File: src/rtl/gpio_rtr_pkg.sv
package gpio_rtr_pkg;
  localparam int RAIL_N = 5;
  localparam int SEL_W  = 5;
  localparam int CFG_W  = 2 + RAIL_N + SEL_W;

  typedef enum logic [1:0] {
    PM_OFF    = 2'd0,
    PM_RAILEN = 2'd1,
    PM_PGOOD  = 2'd2,
    PM_FAULT  = 2'd3
  } pin_mode_e;

  typedef struct packed {
    logic [SEL_W-1:0]  fsel;
    logic [RAIL_N-1:0] rmask;
    pin_mode_e         mode;
  } pin_cfg_t;
endpackage

File: src/rtl/gpio_rtr_sync.sv
module gpio_rtr_sync #(
  parameter int WIDTH  = 6,
  parameter int STAGES = 2
) (
  input  logic             clk,
  input  logic             rst,
  input  logic [WIDTH-1:0] d,
  output logic [WIDTH-1:0] q
);
  logic [WIDTH-1:0] stg [STAGES];

  generate
    for (genvar s = 0; s < STAGES; s++) begin : g_stage
      always_ff @(posedge clk) begin
        if (rst) stg[s] <= '0;
        else if (s == 0) stg[s] <= d;
        else stg[s] <= stg[(s == 0) ? 0 : s-1];
      end
    end
  endgenerate

  assign q = stg[STAGES-1];
endmodule

File: src/rtl/gpio_rtr_regs.sv
module gpio_rtr_regs
  import gpio_rtr_pkg::*;
#(
  parameter int NPINS   = 6,
  parameter int AW      = 4,
  parameter int LOCK_LO = 4
) (
  input  logic                         clk,
  input  logic                         rst,
  input  logic                         bus_mode,
  input  logic                         wr_en,
  input  logic [AW-1:0]                wr_addr,
  input  logic [CFG_W-1:0]             wr_data,
  output pin_cfg_t [NPINS-1:0]         cfg,
  output logic [NPINS-1:0]             pol,
  output logic [RAIL_N-1:0]            host_en
);
  localparam logic [AW-1:0] POL_A  = AW'(NPINS);
  localparam logic [AW-1:0] HOST_A = AW'(NPINS + 1);

  generate
    for (genvar p = 0; p < NPINS; p++) begin : g_cfg
      always_ff @(posedge clk) begin
        if (rst) cfg[p] <= '{fsel: '0, rmask: '0, mode: PM_OFF};
        else if (wr_en && wr_addr == AW'(p)) cfg[p] <= pin_cfg_t'(wr_data);
      end
    end
  endgenerate

  always_ff @(posedge clk) begin
    if (rst) begin
      pol <= '0;
    end else if (wr_en && wr_addr == POL_A) begin
      for (int i = 0; i < NPINS; i++)
        if (!(bus_mode && i >= LOCK_LO)) pol[i] <= wr_data[i];
    end
  end

  always_ff @(posedge clk) begin
    if (rst) host_en <= '0;
    else if (wr_en && wr_addr == HOST_A) host_en <= wr_data[RAIL_N-1:0];
  end

  AST_POL_LOCK: assert property (@(posedge clk) disable iff (rst)
    (wr_en && wr_addr == POL_A && bus_mode) |=> pol[NPINS-1:LOCK_LO] == $past(pol[NPINS-1:LOCK_LO]));

  AST_UNMAPPED_WR: assert property (@(posedge clk) disable iff (rst)
    (wr_en && wr_addr > HOST_A) |=> ($stable(pol) && $stable(host_en) && $stable(cfg)));
endmodule

File: src/rtl/gpio_rtr_pin.sv
module gpio_rtr_pin
  import gpio_rtr_pkg::*;
#(
  parameter int NFSRC = 18
) (
  input  logic              clk,
  input  logic              rst,
  input  pin_cfg_t          cfg,
  input  logic              pol,
  input  logic              sync_in,
  input  logic [RAIL_N-1:0] rail_pg,
  input  logic [NFSRC-1:0]  fault_src,
  output logic [RAIL_N-1:0] rail_req,
  output logic              pin_out,
  output logic              pin_oe
);
  logic pg_ok, flt, raw, drive;

  assign rail_req = (cfg.mode == PM_RAILEN && (sync_in ^ pol)) ? cfg.rmask : '0;
  assign pg_ok    = (|cfg.rmask) && (&(rail_pg | ~cfg.rmask));

  always_comb begin
    flt = 1'b0;
    for (int i = 0; i < NFSRC; i++)
      if (cfg.fsel == SEL_W'(i)) flt = fault_src[i];
  end

  always_comb begin
    unique case (cfg.mode)
      PM_PGOOD: begin raw = pg_ok; drive = 1'b1; end
      PM_FAULT: begin raw = flt;   drive = 1'b1; end
      default:  begin raw = 1'b0;  drive = 1'b0; end
    endcase
  end

  always_ff @(posedge clk) begin
    if (rst) begin
      pin_out <= 1'b0;
      pin_oe  <= 1'b0;
    end else begin
      pin_out <= drive & (raw ^ pol);
      pin_oe  <= drive;
    end
  end

  AST_QUIET_INPUT: assert property (@(posedge clk) disable iff (rst)
    (cfg.mode == PM_OFF || cfg.mode == PM_RAILEN) |=> (!pin_oe && !pin_out));

  AST_FAULT_DRIVES: assert property (@(posedge clk) disable iff (rst)
    (cfg.mode == PM_FAULT) |=> pin_oe);

  AST_PG_EMPTY: assert property (@(posedge clk) disable iff (rst)
    (cfg.mode == PM_PGOOD && cfg.rmask == '0) |=> (pin_out == $past(pol)));
endmodule

File: src/rtl/gpio_rtr.sv
module gpio_rtr
  import gpio_rtr_pkg::*;
#(
  parameter int NPINS   = 6,
  parameter int AW      = 4,
  parameter int NFSRC   = 18,
  parameter int SYNC_N  = 2,
  parameter int LOCK_LO = 4
) (
  input  logic              clk,
  input  logic              rst,
  input  logic              bus_mode,
  input  logic              wr_en,
  input  logic [AW-1:0]     wr_addr,
  input  logic [CFG_W-1:0]  wr_data,
  input  logic [NPINS-1:0]  pin_in,
  input  logic [RAIL_N-1:0] rail_pg,
  input  logic [NFSRC-1:0]  fault_src,
  output logic [NPINS-1:0]  pin_out,
  output logic [NPINS-1:0]  pin_oe,
  output logic [RAIL_N-1:0] rail_en,
  output logic [RAIL_N-1:0] pg_status
);
  pin_cfg_t [NPINS-1:0] cfg;
  logic [NPINS-1:0]     pol;
  logic [RAIL_N-1:0]    host_en;
  logic [NPINS-1:0]     sync_in;
  logic [RAIL_N-1:0]    req [NPINS];
  logic [RAIL_N-1:0]    req_any;

  gpio_rtr_regs #(.NPINS(NPINS), .AW(AW), .LOCK_LO(LOCK_LO)) u_regs (
    .clk(clk), .rst(rst), .bus_mode(bus_mode), .wr_en(wr_en),
    .wr_addr(wr_addr), .wr_data(wr_data), .cfg(cfg), .pol(pol), .host_en(host_en)
  );

  gpio_rtr_sync #(.WIDTH(NPINS), .STAGES(SYNC_N)) u_sync (
    .clk(clk), .rst(rst), .d(pin_in), .q(sync_in)
  );

  generate
    for (genvar p = 0; p < NPINS; p++) begin : g_pin
      gpio_rtr_pin #(.NFSRC(NFSRC)) u_pin (
        .clk(clk), .rst(rst), .cfg(cfg[p]), .pol(pol[p]), .sync_in(sync_in[p]),
        .rail_pg(rail_pg), .fault_src(fault_src), .rail_req(req[p]),
        .pin_out(pin_out[p]), .pin_oe(pin_oe[p])
      );
    end
  endgenerate

  always_comb begin
    req_any = '0;
    for (int p = 0; p < NPINS; p++) req_any |= req[p];
  end

  always_ff @(posedge clk) begin
    if (rst) begin
      rail_en   <= '0;
      pg_status <= '0;
    end else begin
      rail_en   <= host_en | req_any;
      pg_status <= rail_pg;
    end
  end

  AST_RESET_QUIET: assert property (@(posedge clk)
    rst |=> (rail_en == '0 && pin_oe == '0 && pin_out == '0));

  AST_HOST_OR: assert property (@(posedge clk) disable iff (rst)
    (|host_en) |=> ((rail_en & $past(host_en)) == $past(host_en)));

  AST_PG_STATUS: assert property (@(posedge clk) disable iff (rst)
    1'b1 |=> (pg_status == $past(rail_pg)));
endmodule

File: config.mk
export PLATFORM = sky130hd
export DESIGN_NAME = gpio_rtr
export DESIGN_NICKNAME = d
export VERILOG_FILES = /design/src/rtl/gpio_rtr_pkg.sv /design/src/rtl/gpio_rtr_sync.sv /design/src/rtl/gpio_rtr_regs.sv /design/src/rtl/gpio_rtr_pin.sv /design/src/rtl/gpio_rtr.sv
export SDC_FILE = /design/constraint.sdc
export NUM_CORES = 1
export LEC_CHECK = 0
export BUFFER_PORTS_ARGS = -buffer_cell sky130_fd_sc_hd__buf_4
export CAP_MARGIN = 20
export CORE_ASPECT_RATIO = 1.5
export CORE_UTILIZATION = 50
export CTS_BUF_LIST = sky130_fd_sc_hd__clkbuf_2
export CTS_CLUSTER_SIZE = 12
export DETAILED_ROUTE_END_ITERATION = 10
export PLACE_DENSITY = 0.7
export SLEW_MARGIN = 10
export SYNTH_ARGS = -nofsm -noshare
export SYNTH_HDL_FRONTEND = slang
export SYNTH_SLANG_ARGS = --single-unit
File: constraint.sdc
create_clock -name clk -period 2.75 [get_ports clk]
set_input_delay 0.55 -clock clk [delete_from_list [all_inputs] [get_ports clk]]
set_output_delay 0.55 -clock clk [all_outputs]
set_load 0.005 [all_outputs]
# --- Word-level counts from Yosys, hierarchy flattened ---
# Memories as Yosys holds them, arrays and structs flattened.
# Index checks and enable logic that the tools add are counted.
# W data, S select, Z words.
word_totals:
  reg_bits: 105
  ramBits: 12
  in_bits: 49
  elab_cells: 379
  mem_count: 1
classes:
  eq_ne: 127
  muxes: 131
  bitwise: 39
  n_reduce_logical: 46
mem_list:
  columns: ["name", "words", "width", "rd", "rd_clocked_by_memory_dff", "wr", "line_no", "source"]
  rows:
  - ["u_sync.stg", 2, 6, 2, 0, 2, "gpio_rtr_sync.sv:10", "logic [WIDTH-1:0] stg [STAGES];"]
op_table:
  columns: ["op", "count"]
  rows:
  - ["$eq A5 B4 Y1 const B", 48]
  - ["$eq A5 B3 Y1 const B", 24]
  - ["$mux W1", 117]
  - ["$eq A5 B2 Y1 const B", 12]
  - ["$eq A5 B5 Y1 const B", 12]
  - ["$or A5 B5 Y5", 12]
  - ["$eq A5 B1 Y1 const B", 6]
  - ["$logic_not A5 Y1", 6]
  - ["$mux W5", 6]
  - ["$not A5 Y5", 6]
  - ["$reduce_and A5 Y1", 6]
  - ["$reduce_or A5 Y1", 6]
  - ["$eq A2 B2 Y1 const B", 12]
  - ["$logic_and A1 B1 Y1", 20]
  - ["$eq A4 B3 Y1 const B", 4]
  - ["$eq A2 B1 Y1 const B", 6]
  - ["$mux W6", 2]
  - ["$pmux W1 S2", 6]
  - ["$reduce_or A2 Y1", 6]
  - ["$xor A1 B1 Y1", 12]
  - ["$eq A4 B2 Y1 const B", 2]
  - ["$and A1 B1 Y1", 6]
  - ["$eq A4 B1 Y1 const B", 1]
  - ["$logic_not A4 Y1", 1]
  - ["other kinds (3)", 4]

# --- Depth between registers and ports, before layout ---
# Gate-level depths: netlist (run 1).
depth:
  depth_word: 22
  mapped_depth: 7

# --- Hierarchy ---
# From an unflattened synthesis (run 1), not the netlist that was laid out.
hier_totals:
  hier_cells: 630
  area_unflattened_um2: 6431.2
modules_own_cells:
  columns: ["module", "n_inst", "cells_each", "area_each_um2", "seq_area_each_um2"]
  rows:
  - ["gpio_rtr_regs", 1, 298, 3290.7, 1661.6]
  - ["gpio_rtr_pin", 6, 46, 404.1, 40.0]
  - ["gpio_rtr_sync", 1, 25, 366.6, 240.2]
  - ["gpio_rtr", 1, 31, 349.1, 200.2]

# --- Worst setup path before layout (run 1) ---
# No wires, ideal clock.
synth_path:
  path_kind: "register -> register"
  from: "register u_regs.cfg[31] (netlist name)"
  to: "register g_pin[2].u_pin.pin_out"
  setup_time_ps: 101
  arrival_time_ps: 1861
  slack_ps: 788
  path_stages_with_launch: 7
  n_path_buf: 1
  period_less_slack_ps: 1962
  path_cell_list: "dfxtp_1 clkbuf_1 mux4_2 or3_1 a311oi_1 o311ai_1 o41ai_1"
synth_via:
  elab_chain_cells: 22
  elab_cells_between_ends: 39
synth_rtl:
  columns: ["item", "line_no", "source"]
  rows:
  - ["$logic_not A5 Y1", "gpio_rtr_pin.sv:25", "if (cfg.fsel == SEL_W'(i)) flt = fault_src[i];"]
  - ["$mux W1 (17 in series)", "gpio_rtr_pin.sv:25", null]
  - ["$mux W1 (*)", "gpio_rtr_pin.sv:25", null]
  - ["$pmux W1 S2 (*)", "gpio_rtr_pin.sv:29", "unique case (cfg.mode)"]
  - ["$xor A1 B1 Y1 (*)", "gpio_rtr_pin.sv:41", "pin_out <= drive & (raw ^ pol);"]
  - ["$and A1 B1 Y1 (*)", "gpio_rtr_pin.sv:41", null]
  - ["to (signal assigned)", "gpio_rtr_pin.sv:41", null]
  - ["to (decl)", "gpio_rtr_pin.sv:14", "output logic pin_out,"]
# Mark *: on every way between the ends. The rest lies on a longest branch, timed or not.
# A chain may end at the register's enable or synchronous reset.

# --- Worst setup path after layout (run 1) ---
layout_path:
  from: "register u_regs.cfg[31] (netlist name)"
  to: "register g_pin[2].u_pin.pin_out"
layout_via:
  elab_chain_cells: 22
  elab_cells_between_ends: 39
layout_rtl:
  columns: ["item", "line_no"]
  rows:
  - ["$logic_not A5 Y1", "gpio_rtr_pin.sv:25"]
  - ["$mux W1 (17 in series)", "gpio_rtr_pin.sv:25"]
  - ["$mux W1 (*)", "gpio_rtr_pin.sv:25"]
  - ["$pmux W1 S2 (*)", "gpio_rtr_pin.sv:29"]
  - ["$xor A1 B1 Y1 (*)", "gpio_rtr_pin.sv:41"]
  - ["$and A1 B1 Y1 (*)", "gpio_rtr_pin.sv:41"]
# Marks and branches as above.

==> impl_metrics.py, run 1 <==
metrics = {
    "critical_path": {
        "crit_path_max_incr_delay_ps": 580,
        "cp_num_buf_inv": 0,
        "crit_required_ps": 3320,
        "rr_worst_depth": 5,
        "rrSetupSlack_ps": 610,
        "worstPathCellList": "mux4_2, or3_1, a311oi_1, o311ai_1, o41ai_1",
        "crit_arrival_ps": 2710,
        "slowest_stage": "dfxtp_1",
        "reg2reg_from": "u_regs.cfg[31]$_SDFFE_PP0P_",
        "worstSetupStartpointType": "flip-flop",
        "cp_max_fo": 10,
        "r2r_end": "g_pin[2].u_pin.pin_out$_SDFF_PP0_",
        "cp-end-kind": "flip-flop",
        "path_class": "flip-flop to flip-flop",
        "crit_family": "flip-flops",
    },
    "logic_synthesis": {
        "yosys-top-cells-area": "dfxtp_1 40%, mux2i_1 13%, nor2_1 5.5%",
        "syn-instance-count": 670,
        "syn_nets": 719,
        "synth_edf_count": 0,
        "yosys.area.top_type": "dfxtp_1",
        "netlist_area_um2": 5890,
        "async_flop_share_pct": 0,
        "synth_common_cells": "117 x dfxtp_1, 86 x nor2_1, 77 x mux2i_1, 62 x nand2_1, 45 x a21oi_1",
        "synth_flop_cell": "dfxtp_1",
        "synth.yosys.warnings": 0,
        "seq_area_frac_synth_pct": 39.8,
        "synth_top_cell_area_share_pct": 39.8,
        "syn_area_per_cell_um2": 8.79,
        "ys_seq_elements": 117,
        "yosys.cell_types.count": 61,
        "yosysMostFrequentCell": "dfxtp_1",
    },
    "global_routing": {
        "grt_pass1_vias": 5142,
        "globalRouteOverflowTotal": 0,
        "antenna_found_initial": 1,
        "grtUsageTotal_pct": 29.7,
        "grt_max_degree": 62,
        "grt_pass1_wl_um": 27500,
    },
    "power": {
        "power.total_mw": 3.03,
        "peakVddDrop_mv": 0.340,
        "powerDensity_nw_per_um2": 456,
        "power_leakage_nw": 2.63,
    },
    "timing": {
        "period_share_pct": 77.9,
        "rsz0062_at_grt": "false",
        "period_needed_ps": 2140,
        "slew_headroom_pct": 41.4,
        "layout_setup_ws_ps": 607,
        "setup-tns-final_ps": 0,
        "final_max_slew_viol_count": 0,
        "fmax_mhz": 467,
        "setup_viol": 0,
        "skew_ps": 18.0,
        "tightestPinTransition_ps": 877,
        "hold_viol_final": 0,
    },
    "hold_path": {
        "hp-start": "pin_in[5]",
        "worstHoldPathType": "input pin to flip-flop",
        "worstHoldPathCells": 2,
        "hold-path-endpoint": "u_sync.stg[0][5]$_SDFF_PP0_",
    },
    "place": {
        "place_congestion": 0.906,
        "hpwlAfterDp_um": 12900,
        "numPortBuffers": 70,
        "dp_slack_ps": 603,
    },
    "floorplanning": {
        "std_cell_rows": 48,
        "core-area_um2": 11500,
        "io_pins": 71,
        "die_h_um": 135,
        "start_util_pct": 51.3,
        "die_area_um2": 12200,
        "die_x_um": 90.6,
    },
    "cts": {
        "cts_root_buf": "clkbuf_2",
        "clock-sinks": 117,
        "clkLatencyLatePin_ps": 670,
        "hold_buffers": 0,
        "cts_tree": "done",
        "postCtsResizedCells": 0,
        "cts.path.max_buffers": 2,
        "cts.clk_slew.worst_paths_ps": 170,
        "htree_levels": 4,
        "postCtsSetupRepairBufs": 0,
        "cts_buffers": 17,
    },
    "cells_and_area": {
        "syn_to_final_growth_pct": 12.9,
        "layout-drive-gt1-share_pct": 17.8,
        "nets": 769,
    },
    "outcome": {
        "status": "completed",
    },
    "detailed_routing": {
        "vias_per_cell": 5.99,
        "totalWireLength_um": 17600,
        "drc": 0,
        "ant_nets": 0,
        "drt_iter0_drc": 425,
        "vias": 5287,
        "drtPass1Iterations": 6,
        "routedWlPerCell_um": 19.9,
    },
    "flow_run": {
        "drv_cap": 0,
    },
}
where the power goes:
part | switching (mW) | internal (mW) | total (mW)
Clock | 0.652 | 0.309 | 0.961
Sequential | 0.0266 | 1.73 | 1.75
Combinational | 0.177 | 0.138 | 0.315
Total | 0.856 | 2.17 | 3.03
state kept, by name, indices dropped and copies added (netlist names):
name                 count
g_pin.u_pin.pin_oe       6
g_pin.u_pin.pin_out      6
pg_status                5
rail_en                  5
u_regs.cfg              72
u_regs.host_en           5
u_regs.pol               6
u_sync.stg              12
cells in the final DEF, fill, tap and decap left out, types with 3 or more instances in the layout:
cell type	n
dfxtp_1	117
nor2_1	86
buf_4	81
mux2i_1	77
nand2_1	62
a21oi_1	45
nor2b_1	27
inv_1	20
clkbuf_2	19
o21ai_0	16
nand3b_1	14
nand2b_1	12
a22oi_1	11
nand3_1	9
nor3_1	9
a222oi_1	9
nor3b_1	9
a31oi_1	8
mux4_2	7
mux2_2	7
a211oi_1	6
xnor2_1	6
o21a_1	5
clkinv_2	5
nor4b_1	4
or3_1	4
clkinvlp_4	4
or4_1	3
and3_1	3
a32oi_1	3
through the flow:
step / std cells / hold WS [ps] / instance area, µm² / utilization (%)
6_report: 882 / 77.7 / 6650 / 57.9
5_1_grt: 882 / 36.6 / 6650 / 57.9
4_1_cts: 881 / 30.5 / 6640 / 57.9
3_5_place_dp: 851 / 428 / 6460 / 56.3
3_3_place_gp: 851 / 426 / 6460 / 56.3
2_1_floorplan: 670 / 414 / 5890 / -
worst max path at each step:
stage / end / slack (ps) / depth (start not counted) / start
2_1_floorplan: g_pin[2].u_pin.pin_out$_SDFF_PP0_ / 790 / 6 / u_regs.cfg[31]$_SDFFE_PP0P_
3_3_place_gp: g_pin[4].u_pin.pin_out$_SDFF_PP0_ / 630 / 7 / fault_src[5]
3_5_place_dp: g_pin[2].u_pin.pin_out$_SDFF_PP0_ / 600 / 7 / rail_pg[1]
4_1_cts: g_pin[3].u_pin.pin_out$_SDFF_PP0_ / 600 / 6 / u_regs.cfg[44]$_SDFFE_PP0P_
5_1_grt: g_pin[3].u_pin.pin_out$_SDFF_PP0_ / 460 / 6 / u_regs.cfg[44]$_SDFFE_PP0P_
6_report: g_pin[2].u_pin.pin_out$_SDFF_PP0_ / 610 / 5 / u_regs.cfg[31]$_SDFFE_PP0P_
kinds of logic after synthesis:
family	synth area share, %
xor+xnor	0.892
flops	39.8
simple gates	21.7
mux	17.6
compound gates	14.6
buf+inv	5.50
worst reg2reg max path: stages (launching register included):
cell and delay, ps:
dfxtp_1 580, mux4_2 560, or3_1 340, a311oi_1 320, o311ai_1 150, o41ai_1 80
per-layer routing:
metal | global-route usage [%] | routed length [µm] | vias to the layer above
li1 | - | - | 2497
met1 | 32.9 | 6610 | 2505
met2 | 52.5 | 8960 | 228
met3 | 5.35 | 1060 | 57
met4 | 18.2 | 922 | 0
met5 | 0 | 0 | -
final cells by class:
class                           instances  area (µm²)
Timing Repair Buffer                   82         628
Tap cell                              150         188
Antenna cell                            1        2.50
Sequential cell                       117        2340
Clock buffer                           19        95.1
Fill cell                            1062        4820
Clock inverter                         11        88.8
Multi-Input combinational cell        482        3230
Inverter                               20        75.1
(Power assumes the default switching activity.)
==> inputs of run 2 (changes only) <==
==> constraint.sdc (replaced) <==
create_clock -name clk -period 2.1 [get_ports clk]
set_input_delay 0.42 -clock clk [delete_from_list [all_inputs] [get_ports clk]]
set_output_delay 0.42 -clock clk [all_outputs]
set_load 0.005 [all_outputs]
==> impl_metrics.py, run 2 (synthesis gave the netlist of run 1 again) <==
metrics = {
    "critical_path": {
        "worstPathCellList": "or4b_4, o21a_1, a41o_1, nand3b_1, mux2i_1, or3_1",
        "slowest_stage": "or4b_4",
        "crit_path_max_incr_delay_ps": 510,
        "cp-end-kind": "flip-flop",
        "reg2reg_from": "u_regs.cfg[59]$_SDFFE_PP0P_",
        "crit_start": "u_regs.cfg[59]$_SDFFE_PP0P_",
        "cp_max_fo": 5,
        "crit_arrival_ps": 2630,
        "path_class": "flip-flop to flip-flop",
        "worstSetupStartpointType": "flip-flop",
        "crit_required_ps": 2700,
    },
    "global_routing": {
        "grtUsageTotal_pct": 30.1,
        "grt_max_degree": 42,
        "grt_pass1_wl_um": 27900,
        "antenna_found_initial": 1,
        "globalRouteOverflowTotal": 0,
        "grt_pass1_vias": 5243,
    },
    "detailed_routing": {
        "totalWireLength_um": 18000,
        "drtPass1Iterations": 7,
        "drt_iter0_drc": 340,
        "vias_per_cell": 5.96,
        "drc": 0,
        "vias": 5434,
        "routedWlPerCell_um": 19.8,
        "ant_nets": 0,
    },
    "power": {
        "power.total_mw": 4.26,
        "power_leakage_nw": 2.80,
        "peakVddDrop_mv": 0.481,
        "powerDensity_nw_per_um2": 613,
    },
    "timing": {
        "skew_ps": 16.4,
        "period_needed_ps": 2030,
        "period_share_pct": 96.6,
        "tightestPinTransition_ps": 540,
        "holdWs_ps": 21.4,
        "fmax_mhz": 493,
        "slew_headroom_pct": 63.9,
        "hold_viol_final": 0,
        "layout_setup_ws_ps": 70.8,
        "final_max_slew_viol_count": 0,
        "setup_viol": 0,
    },
    "hold_path": {
        "hp-start": "wr_data[10]",
        "worstHoldPathType": "input pin to flip-flop",
    },
    "cells_and_area": {
        "largest_reg_flops": 72,
        "syn_to_final_growth_pct": 18.2,
        "nets": 797,
        "final_cell_mix": "114 x dfxtp_1, 99 x buf_4, 86 x nor2_1, 77 x mux2i_1, 62 x nand2_1",
        "final_common_cell": "dfxtp_1",
        "fillers": 1046,
        "final_core_util_pct": 60.7,
        "reg_top3": "u_regs.cfg: 72 flops, u_sync.stg: 12 flops",
        "top_register": "u_regs.cfg",
        "layout-drive-gt1-share_pct": 20.0,
    },
    "floorplanning": {
        "start_util_pct": 51.3,
        "die_area_um2": 12200,
        "die_x_um": 90.6,
        "io_pins": 71,
        "core-area_um2": 11500,
        "die_h_um": 135,
        "std_cell_rows": 48,
    },
    "cts": {
        "cts_root_buf": "clkbuf_2",
        "clkLatencyLatePin_ps": 680,
        "htree_levels": 4,
        "clock-sinks": 117,
        "cts_buffers": 17,
        "cts_tree": "done",
        "cts.path.max_buffers": 2,
        "cts.clk_slew.worst_paths_ps": 180,
    },
    "place": {
        "numPortBuffers": 70,
        "place_congestion": 0.918,
        "dp_slack_ps": 96.1,
        "hpwlAfterDp_um": 13100,
    },
    "outcome": {
        "status": "completed",
    },
    "flow_run": {
        "drv_cap": 0,
    },
}
## run 2: what timing repair did
| action | 4_1_cts | 5_1_grt |
|---|---|---|
| hold endpoints to repair | 8 | 3 |
| hold buffers | 7 | 3 |
| buffers inserted | 0 | 0 |
| gates resized for setup | 0 | 5 |
| setup endpoints to repair | 0 | 3 |
## run 2: final timing paths
kind                                             to  slack, ps  depth (start not counted)
hold / removal          u_regs.cfg[58]$_SDFFE_PP0P_         20                          3
setup reg to reg  g_pin[4].u_pin.pin_out$_SDFF_PP0_         70                          6
setup / recovery  g_pin[4].u_pin.pin_out$_SDFF_PP0_         70                          6
hold reg to reg         u_sync.stg[1][3]$_SDFF_PP0_        460                          1
## run 2: area by class of cell
class	instances	area, µm²	area share, %
clock inverters	15	163	2.34
repair buffers	110	863	12.4
clock buffers	17	85.1	1.22
flip-flops and latches	117	2350	33.7
multi-input cells	482	3240	46.5
diodes	1	2.50	0.0359
inverters	20	75.1	1.08
well taps	150	188	2.70
## run 2: per-layer routing
layer | share of wire, % | global-route usage, % | up-vias | wire (µm)
met4 | 5.9 | 17.7 | 0 | 1060
met3 | 5.5 | 5.29 | 75 | 998
met5 | 0 | 0 | - | 0
li1 | - | - | 2541 | -
met2 | 51 | 53.9 | 228 | 9130
met1 | 38 | 33.0 | 2590 | 6830
## run 2: per-stage QoR
stage               TNS (ps)  cells  cell area [µm²]
finish                     0    912             6960
global route           -17.4    912             6960
CTS                        0    908             6910
detailed placement         0    869             6600
global placement           0    869             6600
floorplan                  0    670             5890
## run 2: power by group
group          switching, mW  total (mW)  leakage [nW]  internal, mW
Clock                  0.887        1.53         0.136         0.646
Combinational          0.241       0.439          1.71         0.198
Sequential            0.0329        2.29         0.949          2.26
Total                   1.16        4.26          2.80          3.10
## run 2: worst max-delay path: cells and delay by family, from the launching register on
kind	cells	cell delay (ps)
muxes	1	60
and+or+nand+nor	3	960
DFF	1	450
AOI/OAI and AO/OA	2	450
==> inputs of run 3 (changes only) <==
--- a/config.mk
+++ b/config.mk
@@ -8,11 +8,9 @@
 export BUFFER_PORTS_ARGS = -buffer_cell sky130_fd_sc_hd__buf_4
 export CAP_MARGIN = 20
 export CORE_ASPECT_RATIO = 1.5
-export CORE_UTILIZATION = 50
+export CORE_UTILIZATION = 40
 export CTS_BUF_LIST = sky130_fd_sc_hd__clkbuf_2
-export CTS_CLUSTER_SIZE = 12
 export DETAILED_ROUTE_END_ITERATION = 10
-export PLACE_DENSITY = 0.7
 export SLEW_MARGIN = 10
 export SYNTH_ARGS = -nofsm -noshare
 export SYNTH_HDL_FRONTEND = slang
==> constraint.sdc (replaced) <==
create_clock -name clk -period 2.4 [get_ports clk]
set_input_delay 0.48 -clock clk [delete_from_list [all_inputs] [get_ports clk]]
set_output_delay 0.48 -clock clk [all_outputs]
set_load 0.005 [all_outputs]
==> impl_metrics.py, run 3 (synthesis gave the netlist of run 1 again) <==
metrics = {
    "floorplanning": {
        "core-area_um2": 14200,
        "start_util_pct": 41.5,
        "die_x_um": 101,
        "std_cell_rows": 53,
        "die_area_um2": 15200,
        "io_pins": 71,
        "die_h_um": 151,
    },
    "cts": {
        "postCtsResizedCells": 0,
        "htree_levels": 4,
        "cts.path.max_buffers": 2,
        "cts_root_buf": "clkbuf_2",
        "hold_buffers": 6,
        "cts_tree": "done",
        "clkLatencyLatePin_ps": 680,
        "cts_buffers": 17,
        "cts.clk_slew.worst_paths_ps": 220,
        "postCtsSetupRepairBufs": 0,
        "clock-sinks": 117,
    },
    "critical_path": {
        "rr_worst_depth": 6,
        "worstPathCellList": "or4b_4, o21a_1, a41o_1, nand3b_1, mux2i_1, or3_1",
        "crit_path_max_incr_delay_ps": 590,
        "crit_required_ps": 2950,
        "worstSetupStartpointType": "flip-flop",
        "crit_family": "simple AND/OR/NAND/NOR gates",
        "cp_num_buf_inv": 0,
        "crit_start": "u_regs.cfg[56]$_SDFFE_PP0P_",
        "cp_max_fo": 10,
        "slowest_stage": "or4b_4",
        "r2r_end": "g_pin[4].u_pin.pin_out$_SDFF_PP0_",
        "rrSetupSlack_ps": 260,
        "path_class": "flip-flop to flip-flop",
        "crit_arrival_ps": 2690,
        "reg2reg_from": "u_regs.cfg[56]$_SDFFE_PP0P_",
        "cp-end-kind": "flip-flop",
    },
    "cells_and_area": {
        "nets": 782,
        "layout-drive-gt1-share_pct": 18.5,
        "reg_top3": "u_regs.cfg: 72 flops, u_sync.stg: 12 flops",
        "final_common_cell": "dfxtp_1",
        "largest_reg_flops": 72,
        "syn_to_final_growth_pct": 15.8,
        "final_cell_mix": "117 x dfxtp_1, 88 x buf_4, 86 x nor2_1, 77 x mux2i_1, 62 x nand2_1",
        "stdcell_area_um2": 6820,
        "top_register": "u_regs.cfg",
    },
    "power": {
        "p_int_mw": 2.41,
        "powerDensity_nw_per_um2": 506,
        "combPwrFrac_pct": 10.8,
        "power.switching_mw": 1.04,
        "power_leakage_nw": 2.69,
        "peakVddDrop_mv": 0.374,
        "p_seq_share_pct": 58.2,
        "clkPwrFrac_pct": 31.1,
        "switching_share_pct": 30.1,
    },
    "place": {
        "numPortBuffers": 70,
        "dpl_cell_area_um2": 6570,
        "hpwlAfterDp_um": 13400,
        "place_congestion": 0.996,
    },
    "timing": {
        "slew_headroom_pct": 53.6,
        "fmax_mhz": 467,
        "hold_viol_final": 0,
        "setup_viol": 0,
        "tightestPinTransition_ps": 695,
        "period_share_pct": 89.3,
        "final_max_slew_viol_count": 0,
        "setup-tns-final_ps": 0,
        "period_needed_ps": 2140,
        "rsz0062_at_grt": "false",
        "skew_ps": 32.9,
    },
    "detailed_routing": {
        "drtPass1Iterations": 9,
        "vias": 5225,
        "drc": 0,
        "ant_nets": 0,
        "vias_per_cell": 5.56,
        "totalWireLength_um": 18100,
        "drt_iter0_drc": 332,
        "routedWlPerCell_um": 19.2,
    },
    "hold_path": {
        "hold-path-endpoint": "u_regs.cfg[34]$_SDFFE_PP0P_",
        "worstHoldPathCells": 3,
        "worstHoldPathType": "input pin to flip-flop",
        "hp-start": "wr_data[10]",
    },
    "global_routing": {
        "antenna_found_initial": 1,
        "grtUsageTotal_pct": 24.7,
        "grt_max_degree": 74,
        "grt_pass1_wl_um": 27700,
        "grt_pass1_vias": 5149,
        "globalRouteOverflowTotal": 0,
    },
    "outcome": {
        "status": "completed",
    },
    "flow_run": {
        "drv_cap": 0,
    },
}
## run 3: worst max path at each step
stage / end / slack, ps / cells after the start
after detailed placement: g_pin[4].u_pin.pin_out$_SDFF_PP0_ / 330 / 6
after global placement: g_pin[4].u_pin.pin_out$_SDFF_PP0_ / 340 / 7
final: g_pin[4].u_pin.pin_out$_SDFF_PP0_ / 260 / 6
after global routing: g_pin[2].u_pin.pin_out$_SDFF_PP0_ / 90 / 5
after floorplan: g_pin[2].u_pin.pin_out$_SDFF_PP0_ / 440 / 6
after CTS: g_pin[4].u_pin.pin_out$_SDFF_PP0_ / 280 / 6
## run 3: power groups by stage
stage	combinational, mW	clock [mW]	sequential, mW
global route	0.397	1.19	2.01
finish	0.372	1.07	2.01
global placement	0.358	0	2.05
CTS	0.370	1.10	2.01
floorplan	0.186	0	2.03
detailed placement	0.361	0	2.05
## run 3: final cells by class
cell class              instances  area (µm²)
clock buffers                  17        85.1
clock inverters                15         108
flip-flops and latches        117        2340
well taps                     192         240
repair buffers                 95         741
multi-input cells             482        3230
fillers                      1402        7370
inverters                      20        75.1
diodes                          1        2.50
## run 3: worst register-to-register path, stage by stage, from the launching register on
cell,delay [ps]
dfxtp_1,450
or4b_4,590
o21a_1,210
a41o_1,250
nand3b_1,100
mux2i_1,70
or3_1,360
## run 3: metal layers
metal	vias to the layer above	global-route usage, %	wire, µm
met4	0	15.7	995
met3	60	3.99	849
li1	2510	-	-
met2	206	43.1	9050
met5	-	0	0
met1	2449	27.5	7150
## run 3: per-stage QoR
stage / power, mW / util, % / instances / setup WS [ps] / hold WS [ps]
2_1_floorplan: 2.22 / - / 670 / 438 / 414
3_3_place_gp: 2.40 / 46.3 / 900 / 345 / 418
3_5_place_dp: 2.41 / 46.3 / 900 / 325 / 425
4_1_cts: 3.48 / 48.0 / 938 / 275 / 40.2
5_1_grt: 3.60 / 48.1 / 939 / 91.6 / 30.3
6_report: 3.45 / 48.1 / 939 / 257 / 103
